==> src/rtl/rgbx_pkg.sv <==
package rgbx_pkg;
  localparam int F32_EXP_W  = 8;
  localparam int F32_MANT_W = 23;
  localparam int F32_BIAS   = 127;
  localparam logic [31:0] F32_ONE = 32'h3F80_0000;
  localparam int NUM_CH = 3;
endpackage

==> src/rtl/lead_one_pos.sv <==
module lead_one_pos #(
  parameter int W  = 6,
  localparam int PW = $clog2(W)
) (
  input  logic [W-1:0]  vec,
  output logic [PW-1:0] pos,
  output logic          found
);
  always_comb begin
    pos   = '0;
    found = 1'b0;
    for (int i = 0; i < W; i++) begin
      if (vec[i]) begin
        pos   = PW'(i);
        found = 1'b1;
      end
    end
  end
endmodule

==> src/rtl/small_float_expand.sv <==
module small_float_expand
  import rgbx_pkg::*;
#(
  parameter int MANT_W = 6,
  parameter int EXP_W  = 5,
  localparam int CODE_W = MANT_W + EXP_W,
  localparam int BIAS   = (1 << (EXP_W - 1)) - 1,
  localparam int ADJ    = F32_BIAS - BIAS,
  localparam int ALIGN  = F32_MANT_W - MANT_W,
  localparam int PW     = $clog2(MANT_W)
) (
  input  logic [CODE_W-1:0] code,
  output logic [31:0]       f32
);
  logic [EXP_W-1:0]     e;
  logic [MANT_W-1:0]    m;
  logic [PW-1:0]        lead;
  logic                 any_one;
  logic [2*MANT_W-1:0]  shifted;
  logic [MANT_W-1:0]    den_frac;
  logic [F32_EXP_W-1:0] den_exp;
  logic [F32_EXP_W-1:0] exp_o;
  logic [MANT_W-1:0]    frac_o;

  assign e = code[CODE_W-1:MANT_W];
  assign m = code[MANT_W-1:0];

  lead_one_pos #(.W(MANT_W)) u_lod (
    .vec  (m),
    .pos  (lead),
    .found(any_one)
  );

  // Move the leading one just above the kept fraction bits.
  assign shifted  = {{MANT_W{1'b0}}, m} << (MANT_W - int'(lead));
  assign den_frac = shifted[MANT_W-1:0];
  assign den_exp  = F32_EXP_W'(ADJ + 1 - MANT_W) + F32_EXP_W'(lead);

  always_comb begin
    if (e == '1) begin
      exp_o  = '1;
      frac_o = m;
    end else if (e != '0) begin
      exp_o  = F32_EXP_W'(e) + F32_EXP_W'(ADJ);
      frac_o = m;
    end else if (any_one) begin
      exp_o  = den_exp;
      frac_o = den_frac;
    end else begin
      exp_o  = '0;
      frac_o = '0;
    end
  end

  assign f32 = {1'b0, exp_o, frac_o, {ALIGN{1'b0}}};
endmodule

==> src/rtl/pipe_reg_stage.sv <==
module pipe_reg_stage #(
  parameter int W = 96
) (
  input  logic         clk,
  input  logic         rst,
  input  logic         in_valid,
  output logic         in_ready,
  input  logic [W-1:0] in_data,
  output logic         out_valid,
  input  logic         out_ready,
  output logic [W-1:0] out_data
);
  assign in_ready = !out_valid || out_ready;

  always_ff @(posedge clk) begin
    if (rst) begin
      out_valid <= 1'b0;
      out_data  <= '0;
    end else if (in_ready) begin
      out_valid <= in_valid;
      if (in_valid) out_data <= in_data;
    end
  end
endmodule

==> src/rtl/packed_rgb_expander.sv <==
module packed_rgb_expander
  import rgbx_pkg::*;
#(
  parameter int CH0_MANT_W = 6,
  parameter int CH1_MANT_W = 6,
  parameter int CH2_MANT_W = 5,
  parameter int FLD_EXP_W  = 5
) (
  input  logic        clk,
  input  logic        rst,
  input  logic        in_valid,
  output logic        in_ready,
  input  logic [31:0] in_word,
  output logic        out_valid,
  input  logic        out_ready,
  output logic [31:0] out_r,
  output logic [31:0] out_g,
  output logic [31:0] out_b,
  output logic [31:0] out_a
);
  logic [NUM_CH-1:0][31:0] dec;
  logic [NUM_CH-1:0][31:0] held;

  for (genvar c = 0; c < NUM_CH; c++) begin : g_ch
    localparam int MW  = (c == 0) ? CH0_MANT_W : ((c == 1) ? CH1_MANT_W : CH2_MANT_W);
    localparam int LSB = (c == 0) ? 0 :
                         ((c == 1) ? CH0_MANT_W + FLD_EXP_W
                                   : CH0_MANT_W + CH1_MANT_W + 2 * FLD_EXP_W);
    small_float_expand #(.MANT_W(MW), .EXP_W(FLD_EXP_W)) u_exp (
      .code(in_word[LSB +: MW + FLD_EXP_W]),
      .f32 (dec[c])
    );
  end

  pipe_reg_stage #(.W(NUM_CH * 32)) u_reg (
    .clk      (clk),
    .rst      (rst),
    .in_valid (in_valid),
    .in_ready (in_ready),
    .in_data  (dec),
    .out_valid(out_valid),
    .out_ready(out_ready),
    .out_data (held)
  );

  assign out_r = held[0];
  assign out_g = held[1];
  assign out_b = held[2];
  assign out_a = F32_ONE;
endmodule

==> config.mk <==
export PLATFORM = sky130hd
export DESIGN_NAME = packed_rgb_expander
export DESIGN_NICKNAME = d
export VERILOG_FILES = /design/src/rtl/rgbx_pkg.sv /design/src/rtl/lead_one_pos.sv /design/src/rtl/small_float_expand.sv /design/src/rtl/pipe_reg_stage.sv /design/src/rtl/packed_rgb_expander.sv
export SDC_FILE = /design/constraint.sdc
export NUM_CORES = 1
export LEC_CHECK = 0
export BUFFER_PORTS_ARGS = -buffer_cell sky130_fd_sc_hd__buf_4
export CORE_ASPECT_RATIO = 1.1
export CORE_UTILIZATION = 49
export CTS_CLUSTER_DIAMETER = 200
export DETAILED_ROUTE_END_ITERATION = 7
export GPL_TIMING_DRIVEN = 1
export PLACE_DENSITY = 0.86
export SLEW_MARGIN = 20
export SYNTH_ARGS = -nofsm -noshare
export SYNTH_HDL_FRONTEND = slang
export SYNTH_SLANG_ARGS = --single-unit
==> constraint.sdc <==
create_clock -name clk -period 5.7 [get_ports clk]
set_clock_uncertainty 0.05 [all_clocks]
set_input_delay 0.57 -clock clk [delete_from_list [all_inputs] [get_ports clk]]
set_output_delay 0.57 -clock clk [all_outputs]
set_load 0.005 [all_outputs]
==> results of run 1 <==
Yosys cell counts, types with 9 or more instances:
master / count / share of area (%)
a211oi_1: 13 / 3.1
a21oi_1: 29 / 4.7
buf_4: 90 / 22
clkbuf_1: 15 / 1.8
dfxtp_1: 39 / 25
inv_1: 22 / 2.6
nand2_1: 23 / 2.8
nor2_1: 42 / 5.1
nor2b_1: 9 / 1.8
nor3_1: 22 / 3.5
o21ai_0: 13 / 2.1
report_power, final:
group / internal (W) / switching (W)
Combinational: 0.0000843 / 0.000108
Sequential: 0.000293 / 0.0000114
Clock: 0.000130 / 0.000103
state kept, by name (all words and copies together) (netlist names):
name / count
u_reg.out_data: 38
u_reg.out_valid: 1
layout make-up:
| type | instances | area, µm² | share of cell area, % |
|---|---|---|---|
| Multi-Input combinational cell | 322 | 1793 | 51.79 |
| Sequential cell | 39 | 780.7 | 22.55 |
| Timing Repair Buffer | 79 | 593.1 | 17.13 |
| Tap cell | 80 | 100.1 | 2.891 |
| Inverter | 22 | 82.58 | 2.385 |
| Clock buffer | 5 | 68.82 | 1.988 |
| Clock inverter | 3 | 43.79 | 1.265 |
cell families after synthesis:
group | synth area share [%]
buf+inv | 27.80
simple gates | 22.18
fa+ha+maj | 2.407
flops | 25.03
compound gates | 21.78
xor+xnor | 0.5617
other cells | 0.2408
worst register-to-register path, cell delays in order (launching register included):
cell and delay (ns):
dfxtp_1 0.31, nand2b_1 0.15, and2_1 0.15, buf_4 0.39
o21ai_0 0.19, o22ai_1 0.14, nor2_1 0.06
metrics by stage:
step / setup slack, ns / utilization [%]
after floorplan: 3.009 / -
after CTS: 3.152 / 56.20
after global routing: 2.980 / 56.24
after global placement: 2.864 / 54.37
after detailed placement: 2.825 / 54.37
final: 3.115 / 56.24
final timing paths:
| check | start | endpoint |
|---|---|---|
| max | in_word[3] | u_reg.out_data[21] |
| min reg2reg | u_reg.out_data[49] | u_reg.out_data[49] |
| min | u_reg.out_data[49] | u_reg.out_data[49] |
| max reg2reg | u_reg.out_valid | u_reg.out_data[93] |
layer usage:
layer  wire length [µm]  vias to the layer above  GRT usage (%)  share of wire [%]
met2               3634                      140          37.32                 52
met3                437                       19          3.085                6.2
met4                160                        0          7.576                2.3
li1                   -                     1362              -                  -
met5                  0                        -              0                  0
met1               2783                     1313          23.58                 40
==> flow_summary_export.csv, run 1 <==
group,metric,value,unit
worst_setup_path,crit_required,5.81,ns
final_layout,final_nets,511,
final_layout,instances_no_fill,550,
synthesis,ys_warn_count,0,
worst_setup_path,cp-start-kind,"primary input",
place,io_buffers,78,
route,drc,0,
grt,grt_max_degree,44,
clock_tree,cts_resized,0,
place,dp_cells,542,
floorplan,io_pins,166,
final_layout,final_layout_size_suffix_gt1_share,22.13,%
synthesis,synth_edf_count,0,
grt,grtUsageTotal,20.30,%
timing,finalHoldViolCount,0,
floorplan,die_y,85.68,µm
synthesis,synth_cell_types,51,
final_layout,layout_commonest_cell,"conb_1",
place,dpl_cell_area,3347,µm²
clock_tree,post_cts_buffers,0,
worst_setup_path,criticalPathCategory,"in2reg",
floorplan,initial_core_util,50.67,%
clock_tree,clk_path_buf_depth,2,
synthesis,synth_seq_area_share,25.03,%
final_layout,antenna_cells,0,
route,wire_per_inst,12.75,µm
clock_tree,cts_tree,"done",
final_layout,fin_area,3462,µm²
worst_setup_path,r2r_cells,6,
clock_tree,cts-buffers-inserted,5,
grt,grt_pass1_vias,2419,
timing,max_slew.worst_pin.slew,0.6134,ns
min_path,hold_depth,2,
route,route.antenna.remaining_nets,0,
timing,final.setup.tns,0,ns
final_layout,mostFrequentLayoutCells,"87 x conb_1, 79 x buf_4, 42 x nor2_1",
pwr,power_density,210.8,nW/µm²
worst_setup_path,cp_max_fo,10,
floorplan,fp.coreArea,6156,µm²
outcome,outcome,"complete, no violations",
synthesis,syn_avg_cell_area,7.571,µm²
clock_tree,cts-htree-levels,2,
route,via_count,2834,
route,wirelength,7014,µm
synthesis,synthCells,412,
pwr,p_leak,1.567,nW
grt,gr-total-overflow,0,
grt,antenna_found_initial,0,
timing,slew_violations,0,
clock_tree,hold_buffers,0,
worst_setup_path,cp_num_cells,8,
timing,hold_slack,0.4108,ns
timing,max_freq,0.3868,GHz
floorplan,design.die.area,6689,µm²
synthesis,ys.flop_type,"dfxtp_1",
place,gp_congestion,0.9163,
pwr,peakVddDrop,0.1605,mV
worst_setup_path,cp.arrival,2.70,ns
worst_setup_path,worstSetupEndpointType,"register",
route,drt_iter0_markers,112,
route,first_pass_iters,4,
worst_setup_path,critPathTopFamily,"simple AND/OR/NAND/NOR gates",
min_path,min_path_type,"reg2reg",
final_layout,areaGrowthSynthToFinish,10.99,%
worst_setup_path,max_stage_delay,0.70,ns
final_layout,fillers,601,
worst_setup_path,crit_chain,"buf_4, nor2b_1, a311oi_2, inv_1, ha_1, or4b_2, nand4_1, a211oi_1",
pwr,power,0.0007299,W
timing,maxSlewHeadroom,58.59,%
timing,period_share,45.36,%
worst_setup_path,regToRegSetupSlack,4.15,ns
grt,grt_pass1_wl,11100,µm
clock_tree,clk_pin_slew_worst_paths,0.08,ns
worst_setup_path,critPathSlowestCell,"or4b_2",
timing,rsz0062_at_grt,"no",
clock_tree,clock_sinks,39,
job,drv_cap,0,
timing,setup_viol,0,
floorplan,fp.dieW,78.07,µm
clock_tree,clockRootBuffer,"clkbuf_8",
route,vias_per_cell,5.153,
place,hpwlAfterDp,5112,µm
synthesis,synth_area,3119,µm²
clock_tree,insertion_delay,0.28,ns
worst_setup_path,path_buf_inv,2,
synthesis,ys_seq_elements,39,
timing,period_needed,2.585,ns
floorplan,rows,30,
synthesis,async_reset_ff_share,0,%
Power figures use the tool's default switching activity.
==> run 2, diff against run 1 <==
ABC_AREA = 1   (was unset)
CORE_UTILIZATION = 45   (was 49)
PLACE_DENSITY = 0.81   (was 0.86)
clock period = 2.55 ns   (was 5.7 ns; I/O delays follow)
==> flow_summary_export.csv, run 2 <==
group,metric,value,unit
synthesis,yosysMostFrequentCell,"buf_4",
route,wire_per_inst,11.34,µm
clock_tree,post_cts_buffers,0,
worst_setup_path,critPathTopFamily,"simple AND/OR/NAND/NOR gates",
synthesis,ys.flop_type,"dfxtp_1",
synthesis,synth_edf_count,0,
route,via_count,2803,
route,wl_met1,2722,µm
final_layout,mostFrequentLayoutCells,"87 x conb_1, 80 x buf_4, 66 x nand2_1",
pwr,p_leak,1.813,nW
synthesis,synth_cell_types,27,
timing,max_slew.worst_pin.slew,0.8144,ns
route,top_layer_used,"met4",
worst_setup_path,crit_required,2.72,ns
route,met2_length,3418,µm
final_layout,top_register,"u_reg.out_data",
route,vias_per_cell,4.679,
synthesis,synth_compound_area_share,17.81,%
route,route.antenna.remaining_nets,0,
pwr,power_density,480.7,nW/µm²
timing,final.setup.tns,0,ns
timing,setup_viol,0,
route,wirelength,6792,µm
synthesis,ys_warn_count,0,
outcome,outcome,"complete, no violations",
pwr,peakVddDrop,0.2737,mV
clock_tree,cts_tree,"done",
synthesis,syn_avg_cell_area,6.681,µm²
final_layout,reg_top3,"u_reg.out_data (38), u_reg.out_valid (1)",
synthesis,synth_area,2993,µm²
timing,period_share,66.37,%
grt,antenna_found_initial,0,
floorplan,fp.coreArea,6306,µm²
clock_tree,clk_pin_slew_worst_paths,0.08,ns
clock_tree,cts-htree-levels,2,
synthesis,synth_top_family_by_area,"buffers and inverters",
final_layout,layout_commonest_cell,"conb_1",
worst_setup_path,criticalPathCategory,"in2reg",
worst_setup_path,worstSetupEndpointType,"register",
floorplan,io_pins,166,
worst_setup_path,cp_max_fo,8,
final_layout,antenna_cells,0,
timing,rsz0062_at_grt,"no",
worst_setup_path,path_buf_inv,3,
grt,grt_pass1_vias,2320,
final_layout,largest_reg_flops,38,
grt,grtUsageTotal,18.71,%
clock_tree,hold_buffers,0,
floorplan,die_y,87.54,µm
worst_setup_path,cp-start-kind,"primary input",
min_path,min_path_type,"in2reg",
timing,max_freq,0.5909,GHz
synthesis,async_reset_ff_share,0,%
synthesis,synth_xor_area_share,1.087,%
synthesis,ys_seq_elements,39,
synthesis,yosys-top-cells-area,"dfxtp_1 26%, buf_4 23%, nand2_1 8.3%",
worst_setup_path,cp.arrival,1.86,ns
route,first_pass_iters,4,
worst_setup_path,max_stage_delay,0.38,ns
route,drc,0,
clock_tree,cts_resized,0,
floorplan,rows,30,
place,io_buffers,78,
clock_tree,clockRootBuffer,"clkbuf_8",
timing,fin_ws,0.8576,ns
timing,period_needed,1.692,ns
place,place_ws,0.5999,ns
worst_setup_path,crit_chain,"buf_4, nor2_1, nand2_1, nand2_4, inv_1, ha_1, inv_1, a21oi_1, nor2_1, o21ai_1, nand2_1, a21oi_1",
grt,grt_max_degree,49,
grt,grt_pass1_wl,10380,µm
floorplan,design.die.area,6981,µm²
final_layout,final_layout_size_suffix_gt1_share,20.23,%
route,drt_iter0_markers,86,
final_layout,seqCellArea,780.7,µm²
synthesis,synth_top_cell_by_area,"dfxtp_1",
timing,slew_violations,0,
place,gp_congestion,0.9421,
clock_tree,cts-buffers-inserted,5,
floorplan,initial_core_util,47.46,%
clock_tree,insertion_delay,0.29,ns
final_layout,fillers,637,
synthesis,ys_top_cells_by_count,"92 x buf_4, 66 x nand2_1, 49 x inv_1",
final_layout,post-route-util,53.89,%
synthesis,synthCells,448,
final_layout,multi_input_area,1608,µm²
route,wl_met3,553,µm
synthesis,yosys.area.top_type_share,26.09,%
worst_setup_path,critPathSlowestCell,"ha_1",
synthesis,synthSimpleGateAreaFrac,21.40,%
final_layout,final_nets,560,
grt,gr-total-overflow,0,
synthesis,synthAdderAreaFrac,2.508,%
final_layout,areaGrowthSynthToFinish,13.55,%
floorplan,fp.dieW,79.76,µm
job,drv_cap,0,
timing,finalHoldViolCount,0,
place,hpwlAfterDp,5161,µm
clock_tree,clk_path_buf_depth,2,
synthesis,synth_mux_area_share,0,%
synthesis,synth_seq_area_share,26.09,%
place,dpl_cell_area,3281,µm²
clock_tree,clock_sinks,39,
timing,hold_slack,0.1610,ns
timing,maxSlewHeadroom,45.64,%
final_layout,fin_area,3398,µm²
## run 2: cell types whose count changed in the layout (fill, tap and decap cells not counted), sizes merged, moves of 18 or more
cell   previous run  this run
a21oi            29        47
inv              22        51
o21ai            15        44
nand2            23        73
nand3             6        29
nor3             22         2
## run 2: kinds of logic (layout without fill, tap and decap cells)
logic type	count (synthesis)	after routing
buffers and inverters	153	139
and+or+nand+nor	143	143
AOI/OAI and AO/OA	103	103
DFF	39	39
adders and majority gates	6	6
other	2	87
xor gates and xnor gates	2	2
## run 2: path summary, 6_finish.rpt
kind / to / startpoint / cells after the start / slack, ns
worst max-delay path: u_reg.out_data[21] / in_word[5] / 12 / 0.86
worst min-delay path: u_reg.out_data[27] / rst / 2 / 0.16
worst max register to register: u_reg.out_data[57] / u_reg.out_valid / 6 / 1.18
worst min register to register: u_reg.out_data[27] / u_reg.out_data[27] / 2 / 0.42
## run 2: layer usage
metal,vias up,track usage (%)
met5,-,0
met4,0,5.682
met2,141,33.95
met3,15,4.688
met1,1240,21.55
li1,1407,-
## run 2: stage by stage
step,instances,total power [W]
3_3_place_gp,591,0.001101
4_1_cts,599,0.001645
5_1_grt,599,0.001730
2_1_floorplan,533,0.001025
3_5_place_dp,591,0.001104
6_report,599,0.001634
## run 2: worst register-to-register path, cell delays in order (launching register included)
cell and delay [ns]:
dfxtp_1 0.32, nand2_1 0.10, nand2_1 0.07, inv_1 0.05, buf_4 0.37, o21ai_0 0.16
a31oi_1 0.17
## run 2: layout make-up
type	count	share of cell area, %
Multi-Input combinational cell	341	47.31
Sequential cell	39	22.97
Timing Repair Buffer	80	17.67
Inverter	51	5.633
Tap cell	80	2.946
Clock buffer	6	2.430
Clock inverter	2	1.031
## run 2: power breakdown
part	leakage (nW)	internal, W	switching (W)
logic	1.43	0.000173	0.000239
registers	0.324	0.000657	0.0000252
clock network	0.0612	0.000317	0.000223
==> run 3, diff against run 2 <==
ABC_AREA = 0   (was 1)
CORE_UTILIZATION = 41   (was 45)
PLACE_DENSITY = 0.77   (was 0.81)
clock period = 1.5 ns   (was 2.55 ns; I/O delays follow)
==> flow_summary_export.csv, run 3 (same netlist as run 1, synthesis figures left out) <==
group,metric,value,unit
final_layout,largest_reg_flops,38,
worst_setup_path,startpoint,"in_word[15]",
clock_tree,insertion_delay,0.29,ns
clock_tree,clock_sinks,39,
worst_setup_path,crit_required,1.61,ns
pwr,peakVddDrop,0.3007,mV
clock_tree,cts_tree,"done",
grt,antenna_found_initial,0,
grt,met2_usage,37.30,%
floorplan,initial_core_util,42.20,%
pwr,p_leak,1.991,nW
grt,gr-total-overflow,0,
final_layout,top_register,"u_reg.out_data",
grt,use_met3,2.913,%
timing,hold_slack,0.06375,ns
route,vias_per_cell,4.886,
route,drc,0,
route,first_pass_iters,4,
clock_tree,cts-buffers-inserted,5,
clock_tree,cts-htree-levels,2,
grt,grt_pass1_vias,2823,
worst_setup_path,cp-start-kind,"primary input",
final_layout,final_nets,584,
clock_tree,clk_pin_slew_worst_paths,0.08,ns
worst_setup_path,crit_chain,"buf_6, buf_12, nor2_4, inv_4, nor4b_4, buf_4, nor3b_4, buf_4, a221oi_2, nor3_1",
place,dpl_cell_area,4065,µm²
floorplan,fp.dieW,85.17,µm
place,dp_cells,610,
worst_setup_path,criticalPathCategory,"in2reg",
route,wire_per_inst,13.14,µm
worst_setup_path,cp.arrival,1.63,ns
worst_setup_path,r2r_start,"u_reg.out_valid",
outcome,outcome,"finished, violations left",
floorplan,rows,33,
worst_setup_path,cp_max_fo,4,
timing,max_slew.worst_pin.slew,0.5347,ns
final_layout,mostFrequentLayoutCells,"143 x buf_4, 87 x conb_1, 39 x dfxtp_1",
timing,slew_violations,0,
timing,rsz0062_at_grt,"yes",
timing,maxSlewHeadroom,63.90,%
final_layout,multi_input_area,2041,µm²
min_path,hold_depth,3,
floorplan,io_pins,166,
route,via_count,3078,
place,hpwlAfterDp,6034,µm
timing,period_share,101.4,%
final_layout,areaGrowthSynthToFinish,39.11,%
timing,fin_ws,-0.02106,ns
final_layout,fillers,676,
floorplan,design.die.area,7961,µm²
grt,grt_pass1_wl,13020,µm
final_layout,reg_top3,"u_reg.out_data (38), u_reg.out_valid (1)",
route,wirelength,8279,µm
final_layout,antenna_cells,0,
clock_tree,clk_path_buf_depth,2,
grt,grt.busiest_layer,"met2",
grt,grt_max_degree,44,
grt,grtUsageTotal,20.33,%
route,route.antenna.remaining_nets,0,
worst_setup_path,critPathMostFrequentCell,"buf_4",
place,place_ws,-0.3959,ns
outcome,failed_checks,"setup timing",
worst_setup_path,max_stage_delay,0.40,ns
floorplan,die_y,93.48,µm
pwr,power_density,679.9,nW/µm²
clock_tree,hold_buffers,0,
final_layout,seqCellArea,780.7,µm²
final_layout,fin_area,4339,µm²
floorplan,fp.coreArea,7391,µm²
worst_setup_path,r2r_cells,6,
route,drt_iter0_markers,73,
final_layout,final_layout_size_suffix_gt1_share,39.59,%
timing,setup_viol,4,
clock_tree,clockRootBuffer,"clkbuf_8",
job,drv_cap,0,
timing,max_freq,0.6574,GHz
min_path,hold_start,"in_valid",
place,gp_congestion,0.8631,
timing,final.setup.tns,-0.05384,ns
timing,period_needed,1.521,ns
grt,grtUsageMet1,24.14,%
worst_setup_path,worstSetupEndpointType,"register",
final_layout,layout_commonest_cell,"buf_4",
min_path,min_path_type,"in2reg",
final_layout,instances_no_fill,630,
place,io_buffers,78,
worst_setup_path,critPathSlowestCell,"nor4b_4",
timing,finalHoldViolCount,0,
run 3: through the flow:
step / total power [W] / util, %
final: 0.002950 / 58.71
after global routing: 0.003138 / 58.71
after CTS: 0.002950 / 57.29
after detailed placement: 0.002146 / 55.00
after global placement: 0.002134 / 55.00
after floorplan: 0.001861 / -
run 3: where the power goes:
| part | total (W) | leakage, nW | switching, W | internal, W |
|---|---|---|---|---|
| Sequential | 0.00116 | 0.323 | 0.0000441 | 0.00111 |
| Clock | 0.000767 | 0.0484 | 0.000389 | 0.000377 |
| Combinational | 0.00103 | 1.62 | 0.000505 | 0.000523 |
run 3: critical path, delay by kind of cell:
| kind | cells | cell delay, ns |
|---|---|---|
| buffers and inverters | 5 | 0.61 |
| AOI/OAI and AO/OA | 1 | 0.23 |
| and+or+nand+nor | 4 | 0.65 |
run 3: worst paths after layout:
kind | to | slack [ns]
max | u_reg.out_data[50] | -0.02
min | u_reg.out_valid | 0.06
max reg2reg | u_reg.out_data[93] | 0.15
min reg2reg | u_reg.out_data[84] | 0.41
run 3: what timing repair did:
| item | 4_1_cts | 5_1_grt |
|---|---|---|
| setup endpoints to repair | 8 | 19 |
| setup buffers | 6 | 5 |
| pin swaps | 5 | 8 |
| cloned | 0 | 1 |
| resized for setup | 9 | 12 |
run 3: final cells by class:
class                      instances  area share [%]
sequential                        39           17.99
multi-input combinational        322           47.03
clock buffer                       7           1.990
clock inverter                     1          0.2018
tap                               87           2.509
timing repair buffer             152           28.20
inverter                          22           2.076
run 3: per-layer routing:
layer  vias to the layer above  wire (µm)  part of all wire [%]
met5                         -          0                     0
met4                         0         97                   1.2
met3                         8        473                   5.7
met2                       131       4250                    51
met1                      1431       3457                    42
li1                       1508          -                     -
